==> config.mk <==
export PLATFORM = sky130hd
export DESIGN_NAME = cmd_serial_slave
export DESIGN_NICKNAME = d
export VERILOG_FILES = /design/src/rtl/cmd_serial_slave.sv
export SDC_FILE = /design/constraint.sdc
export NUM_CORES = 1
export LEC_CHECK = 0
export CAP_MARGIN = 20
export CORE_ASPECT_RATIO = 1.75
export CORE_MARGIN = 2
export CORE_UTILIZATION = 35
export DETAILED_ROUTE_END_ITERATION = 8
export PLACE_DENSITY_LB_ADDON = 0.2
export SYNTH_ARGS = -nofsm -noshare
export SYNTH_HDL_FRONTEND = slang
export SYNTH_SLANG_ARGS = --single-unit
==> constraint.sdc <==
create_clock -name clk -period 1.7 [get_ports clk]
set_input_delay 0.255 -clock clk [delete_from_list [all_inputs] [get_ports clk]]
set_output_delay 0.255 -clock clk [all_outputs]
set_load 0.03 [all_outputs]
==> src/rtl/cmd_serial_slave.sv <==
module cmd_serial_slave #(
  parameter int CMD_W  = 8,
  parameter int DATA_W = 16,
  parameter int ANG_W  = 9,
  parameter int FLD_W  = 5,
  parameter int OFS_W  = 6,
  parameter int SYNC_N = 2,
  parameter logic [CMD_W-1:0] OP_WCFG  = 8'h17,
  parameter logic [CMD_W-1:0] OP_SETCN = 8'h14,
  parameter logic [CMD_W-1:0] OP_RDCN  = 8'h04,
  parameter logic [CMD_W-1:0] OP_RDANG = 8'h00
) (
  input  logic             clk,
  input  logic             rst_n,
  input  logic             cs_n,
  input  logic             sck,
  input  logic             sio_in,
  output logic             sio_out,
  output logic             sio_oe,
  input  logic [ANG_W-1:0] angle,
  input  logic             lock,
  input  logic [FLD_W-1:0] field,
  input  logic             otp_err,
  input  logic [ANG_W-1:0] turns,
  output logic             cfg_hyst_dis,
  output logic [OFS_W-1:0] cfg_offset,
  output logic             soft_rst,
  output logic             cnt_load,
  output logic [ANG_W-1:0] cnt_load_val
);
  localparam int FRAME = CMD_W + DATA_W;
  localparam int CW    = $clog2(FRAME + 1);
  localparam int PAY_W = ANG_W + 1 + FLD_W;
  localparam int B_RST = DATA_W - 1;
  localparam int B_HYS = DATA_W - 2;
  localparam int B_OFS = DATA_W - 3;

  typedef enum logic [1:0] {K_NONE, K_READ, K_CFG, K_CNT} kind_t;

  logic [SYNC_N-1:0] cs_s, ck_s, di_s;
  logic              ck_q;
  logic              cs_hi, ck_now, di;
  logic              ck_rise, ck_fall;
  logic [CW-1:0]     bitcnt;
  logic [FRAME-1:0]  rx, rx_nx;
  logic [DATA_W-1:0] tx;
  kind_t             kind;
  logic              rst_req;
  logic [PAY_W-1:0]  ang_pay, cnt_pay;
  logic [DATA_W-1:0] ang_word, cnt_word;

  assign cs_hi   = cs_s[SYNC_N-1];
  assign ck_now  = ck_s[SYNC_N-1];
  assign di      = di_s[SYNC_N-1];
  assign ck_rise = ck_now & ~ck_q;
  assign ck_fall = ~ck_now & ck_q;
  assign rx_nx   = {rx[FRAME-2:0], di};

  assign ang_pay  = {angle, lock, field};
  assign cnt_pay  = {turns, otp_err, {FLD_W{1'b0}}};
  assign ang_word = DATA_W'({ang_pay, ~^ang_pay});
  assign cnt_word = DATA_W'({cnt_pay, ~^cnt_pay});

  assign sio_out = sio_oe & tx[DATA_W-1];

  always_ff @(posedge clk or negedge rst_n) begin
    if (!rst_n) begin
      cs_s <= '1;
      ck_s <= '0;
      di_s <= '0;
      ck_q <= 1'b0;
    end else begin
      cs_s <= {cs_s[SYNC_N-2:0], cs_n};
      ck_s <= {ck_s[SYNC_N-2:0], sck};
      di_s <= {di_s[SYNC_N-2:0], sio_in};
      ck_q <= ck_now;
    end
  end

  always_ff @(posedge clk or negedge rst_n) begin
    if (!rst_n) begin
      bitcnt       <= '0;
      rx           <= '0;
      tx           <= '0;
      kind         <= K_NONE;
      sio_oe       <= 1'b0;
      rst_req      <= 1'b0;
      cfg_hyst_dis <= 1'b0;
      cfg_offset   <= '0;
      soft_rst     <= 1'b0;
      cnt_load     <= 1'b0;
      cnt_load_val <= '0;
    end else begin
      soft_rst <= 1'b0;
      cnt_load <= 1'b0;
      if (cs_hi) begin
        bitcnt <= '0;
        kind   <= K_NONE;
        sio_oe <= 1'b0;
      end else begin
        if (ck_rise && bitcnt < CW'(FRAME)) begin
          bitcnt <= bitcnt + 1'b1;
          rx     <= rx_nx;
          if (bitcnt == CW'(CMD_W - 1)) begin
            if (rx_nx[CMD_W-1:0] == OP_RDANG) begin
              tx <= ang_word; kind <= K_READ;
            end else if (rx_nx[CMD_W-1:0] == OP_RDCN) begin
              tx <= cnt_word; kind <= K_READ;
            end else if (rx_nx[CMD_W-1:0] == OP_WCFG) begin
              kind <= K_CFG;
            end else if (rx_nx[CMD_W-1:0] == OP_SETCN) begin
              kind <= K_CNT;
            end else begin
              kind <= K_NONE;
            end
          end
          if (bitcnt == CW'(FRAME - 1)) begin
            if (kind == K_CFG) begin
              rst_req      <= rx_nx[B_RST];
              soft_rst     <= rx_nx[B_RST] & ~rst_req;
              cfg_hyst_dis <= rx_nx[B_HYS];
              cfg_offset   <= rx_nx[B_OFS -: OFS_W];
            end else if (kind == K_CNT) begin
              cnt_load     <= 1'b1;
              cnt_load_val <= rx_nx[ANG_W-1:0];
            end
          end
        end
        if (ck_fall && kind == K_READ) begin
          if (bitcnt == CW'(CMD_W))
            sio_oe <= 1'b1;
          else if (bitcnt > CW'(CMD_W) && bitcnt < CW'(FRAME))
            tx <= {tx[DATA_W-2:0], 1'b0};
        end
      end
    end
  end
endmodule

Word-level counts from Yosys, hierarchy flattened --
Cells that the tools add are included.
Storage, ports and cells: output and inout bits 20, logic and storage cells 79, bits in registers 65, input bits 30
Cells by class: reduce and logical (&&, ||, !) cells 15, bitwise logic cells 9, equality and inequality tests 9, muxes and demuxes 28, order comparisons 2, add/subtract/negate cells 1
Operators by type and width (number):
- 2-to-1 mux 16 bit | 7
- XNOR reduction 15 bit | 2
- == test 8 x 5 -> 1 bit, second input constant | 2
- 2-to-1 mux 2 bit | 7
- 2-to-1 mux 1 bit | 12
- 2-to-1 mux 5 bit | 2
- == test 8 x 3 -> 1 bit, second input constant | 1
- zero test 8 bit | 1
- nonzero test 2 bit | 4
- AND reduction 2 bit | 3
- adder 5 x 1 -> 5 bit, second input constant | 1
- == test 5 x 3 -> 1 bit, second input constant | 1
- == test 5 x 4 -> 1 bit, second input constant | 1
- == test 5 bit, second input constant | 1
- greater-than comparator 5 x 4 -> 1 bit, second input constant | 1
- < comparator 5 bit, second input constant | 1
- inverter 1 bit | 5
- AND reduction 5 bit | 1
- AND 1 bit | 4
- == test 2 bit, second input constant | 2
- AND reduction 4 bit | 1
- logical AND 1 bit | 3
- == test 2 x 1 -> 1 bit, second input constant | 1

Logic depth before layout (Yosys ltp) --
word-level depth 8, gate-level depth with buffers 8, mapped depth without buffers 7

Worst setup path before layout --
No wires, ideal clock.
kind flip-flop to flip-flop, from reg bitcnt[0], to reg tx[0], arrival 1.685 ns, library setup time 0.130 ns, path slack -0.115 ns, clock period less this slack 1.815 ns, cell stages (with the launch flop) 9, cell sequence dfrtp_1 -> inv_1 -> ha_1 -> and4bb_1 -> or3b_1 -> buf_2 -> buf_2 -> a21oi_1 -> o32ai_1
Between the ends: longest elaborated chain between the ends 6, elaborated cells between the ends (all ways) 11
RTL lines:
- start, declared | RTL line 44 | logic [CW-1:0] bitcnt;
- start signal, assigned | RTL line 102 | bitcnt <= bitcnt + 1'b1;
- < comparator 5 bit / == test 5 x 3 -> 1 bit (equally long branches) | RTL line 101, 132, 104
- logical AND 1 bit / 2-to-1 mux 16 bit (equally long branches) | RTL line 101, 104
- 2-to-1 mux 16 bit | RTL line 101 | if (ck_rise && bitcnt < CW'(FRAME)) begin
- 2-to-1 mux 16 bit | RTL line 132 | else if (bitcnt > CW'(CMD_W) && bitcnt < CW'(FRAME))
- 2-to-1 mux 16 bit | RTL line 130 | if (bitcnt == CW'(CMD_W))
- 2-to-1 mux 16 bit * | RTL line 129 | if (ck_fall && kind == K_READ) begin
- end signal, assigned | RTL line 133 | tx <= {tx[DATA_W-2:0], 1'b0};
- end, declared | RTL line 46 | logic [DATA_W-1:0] tx;
Every way passes the cells marked *; elsewhere a longest branch is shown, timed or not. A chain may end at the register's enable or synchronous reset.

Worst setup path in the final report --
from reg bitcnt[1], to reg tx[2]
Same word-level chain as after synthesis.

==> impl_metrics.csv <==
group,metric,value,unit
sta,finalSetupTns,-2155,ps
sta,fin_hold_ws,340.0,ps
clocking,cts-root-buf,"clkbuf_16",
detailed_routing,drt_iter0_drc,100,
clocking,cts_sinks,65,
critical_path,rrSetupSlack,-110,ps
yosys,async_reset_ff_share,100.0,%
min_path,min_from,"cs_n",
critical_path,r2r-end,"tx[2]",
yosys,synth_nets,322,
sta,relSlewSlack,74.90,%
pwr,peakVddDrop,0.0006090,V
floorplanning,start_util,35.57,%
yosys,yosys.area.top_type,"dfrtp_1",
floorplanning,core_area,9350,sq um
detailed_routing,met2_wirelength,4162,microns
sta,fin_crit,1813,ps
clocking,tritoncts,"built",
yosys,synth_enable_flop_cells,0,
global_routing,antenna_found_initial,0,
yosys,ys_top_cells_by_area,"dfrtp_1 (47%), mux2_2 (7.8%), xnor2_1 (4.2%)",
min_path,hold_end,"cs_s[0]",
clocking,cts_buffers,9,
layout,drive_above_1_share,39.65,%
layout,fin_nets,423,
sta,max_freq,551.7,MHz
critical_path,crit_type,"reg2reg",
clocking,cts_buffer_depth,2,
placed_design,placedInstanceArea,4467,sq um
pwr,powerDensity,916.8,nW/um^2
outcome,violations,"setup timing",
yosys,synthFlopType,"dfrtp_1",
critical_path,r2r-start,"bitcnt[1]",
pwr,p_leak,2.240,nW
layout,regArea,1630,sq um
layout,fillers,807,
detailed_routing,route.detailed.drc,0,
pwr,comb_power_share,24.2,%
outcome,status,"complete, but fails checks",
floorplanning,die_w,77.69,microns
yosys,synth_seq_cells,65,
layout,fin_area,4964,sq um
detailed_routing,dr.pass1.iters,4,
critical_path,reg2reg_depth,7,
floorplanning,io_pins,50,
global_routing,grt_max_degree,66,
sta,setup_ws,-112.6,ps
pwr,pwr-share-seq,40.1,%
global_routing,grt_util_all_layers,15.95,%
critical_path,cp-end-kind,"flop",
yosys,synth_top_area_share,47.40,%
clocking,clkTransAtPathRegs,50,ps
detailed_routing,top_layer,"met4",
sta,rsz0062_at_grt,"yes",
yosys,synth_cells,290,
sta,fin_skew,6.696,ps
pwr,p_switching,1.299,mW
floorplanning,die_area,10330,sq um
detailed_routing,avgViaCountPerCell,4.871,
pwr,power.total,4.550,mW
layout,area_growth,49.25,%
yosys,synth-seq-area-share,48.98,%
run,cap_violations,0,
floorplanning,rows,47,
pwr,p_int,3.251,mW
critical_path,required,1960,ps
floorplanning,die_y,133.0,microns
detailed_routing,drt_wl_total,7661,microns
sta,hold_violations,0,
yosys,avgSynthCellArea,11.47,sq um
pwr,clock_power_share,35.7,%
pwr,swShare,28.55,%
detailed_routing,final_antenna_net_count,0,
detailed_routing,vias,2523,
critical_path,critical_path_arrival,2080,ps
clocking,clk_latency,330,ps
global_routing,grt_pass1_vias,2698,
layout,multiInputGateArea,1831,sq um
sta,period_share,106.6,%
detailed_routing,dr_wl_met3,260,microns
sta,drv_slew,0,
sta,tightest_slew,376.5,ps
sta,setup_viol,33,
global_routing,gr-total-overflow,0,
critical_path,worst_setup_path_start_kind,"flop",
global_routing,grt_pass1_wl,12940,microns
placed_design,numPortBuffers,49,
min_path,hold_depth,1,
critical_path,crit_path_max_fanout,7,
placed_design,hpwl,5311,microns
layout,antenna_cells,0,
detailed_routing,routedWlPerCell,14.79,microns
yosys,synth_area,3326,sq um
yosys,yosys_warnings,0,
min_path,hold_path.class,"in2reg",
detailed_routing,met1Wirelength,3108,microns
yosys,yosys.cell_types.count,44,
placed_design,gp_congestion,0.7662,
clocking,htreeDepth,3,
==> cell usage after synthesis (4+ instances only) <==
cell type and number:
a21oi_1 22, buf_2 6, clkbuf_1 7, dfrtp_1 63
inv_1 15, mux2_2 23, mux2_4 9, nand2_1 13
nor2_1 26, nor3_1 14, nor3b_1 9, nor4b_1 10
o22a_1 6, o31ai_1 9, xnor2_1 16, xnor3_1 4
xor2_1 4
==> critical path, stage by stage, from the launching register on <==
cell	delay, ps
dfrtp_1	360
inv_1	60
ha_2	170
and4bb_1	200
or3b_4	410
buf_6	160
a21oi_4	230
o22a_1	170
==> metrics by stage <==
step	setup WS (ps)	cells	utilization (%)
final	-112.6	518	53.08
after global routing	-222.7	518	53.08
after CTS	-118.8	515	52.28
after detailed placement	-520.0	493	47.77
after global placement	-498.2	493	47.77
after floorplan	-108.2	290	-
==> worst max path at each step <==
stage | startpoint | end | cells past startpoint
CTS | bitcnt[1] | tx[2] | 7
finish | bitcnt[1] | tx[2] | 7
detailed placement | field[2] | tx[0] | 6
global placement | field[2] | tx[0] | 6
global route | bitcnt[0] | tx[6] | 8
floorplan | bitcnt[3] | cnt_load_val[0] | 6
==> routing by layer <==
layer | track usage (%) | vias up
met5 | 0 | -
met4 | 6.151 | 0
met3 | 3.888 | 10
met2 | 28.26 | 49
met1 | 18.18 | 1237
li1 | - | 1227
==> registers in the layout, indices dropped and copies added, names as in the netlist <==
| register | flops |
|---|---|
| rx | 15 |
| ck_q | 1 |
| cnt_load | 1 |
| cfg_offset | 6 |
| rst_req | 1 |
| cfg_hyst_dis | 1 |
| kind | 2 |
| di_s | 2 |
| tx | 16 |
| cnt_load_val | 9 |
| soft_rst | 1 |
| bitcnt | 5 |
| sio_oe | 1 |
| ck_s | 2 |
| cs_s | 2 |
==> what timing repair did <==
action                                  4_1_cts  5_1_grt
hold endpoints to repair                     63        0
hold buffers                                  1        0
gates cloned                                  1        0
endpoints found under the setup margin       35       34
pin swaps                                     8        7
setup buffers                                 4        4
gates resized for setup                      27       12
==> power groups by stage <==
| stage | sequential (mW) | combinational [mW] | clock [mW] |
|---|---|---|---|
| after detailed placement | 1.85 | 0.996 | 0 |
| after global routing | 1.85 | 1.19 | 1.74 |
| after floorplan | 1.81 | 0.563 | 0 |
| final | 1.82 | 1.10 | 1.62 |
| after global placement | 1.84 | 0.985 | 0 |
| after CTS | 1.82 | 1.07 | 1.67 |
==> area by class of cell <==
cell class	count	area share [%]
Multi-Input combinational cell	193	36.88
Clock buffer	11	4.689
Clock inverter	5	0.6554
Sequential cell	65	32.85
Tap cell	122	3.075
Timing Repair Buffer	107	20.72
Inverter	15	1.134
==> cells by family (layout without fill, tap and decap cells) <==
family / after synthesis / in the layout / share of synthesized area, %
buf+inv: 32 / 138 / 4.402
flops: 65 / 65 / 48.98
mux: 34 / 34 / 12.45
fa+ha+maj: 2 / 2 / 0.7523
simple gates: 92 / 92 / 16.89
xor+xnor: 24 / 24 / 7.976
compound gates: 41 / 41 / 8.540
==> cell usage in the layout, fill, tap and decap left out, types with 11 or more instances in the layout <==
master	instances
buf_4	45
inv_1	15
xnor2_1	16
a21oi_1	19
dfrtp_1	62
nand2_1	13
mux2_2	15
nor2_1	23
clkdlybuf4s50_1	47
mux2_4	17
nor3b_2	11
No activity file was read; power rests on OpenSTA's default activity.
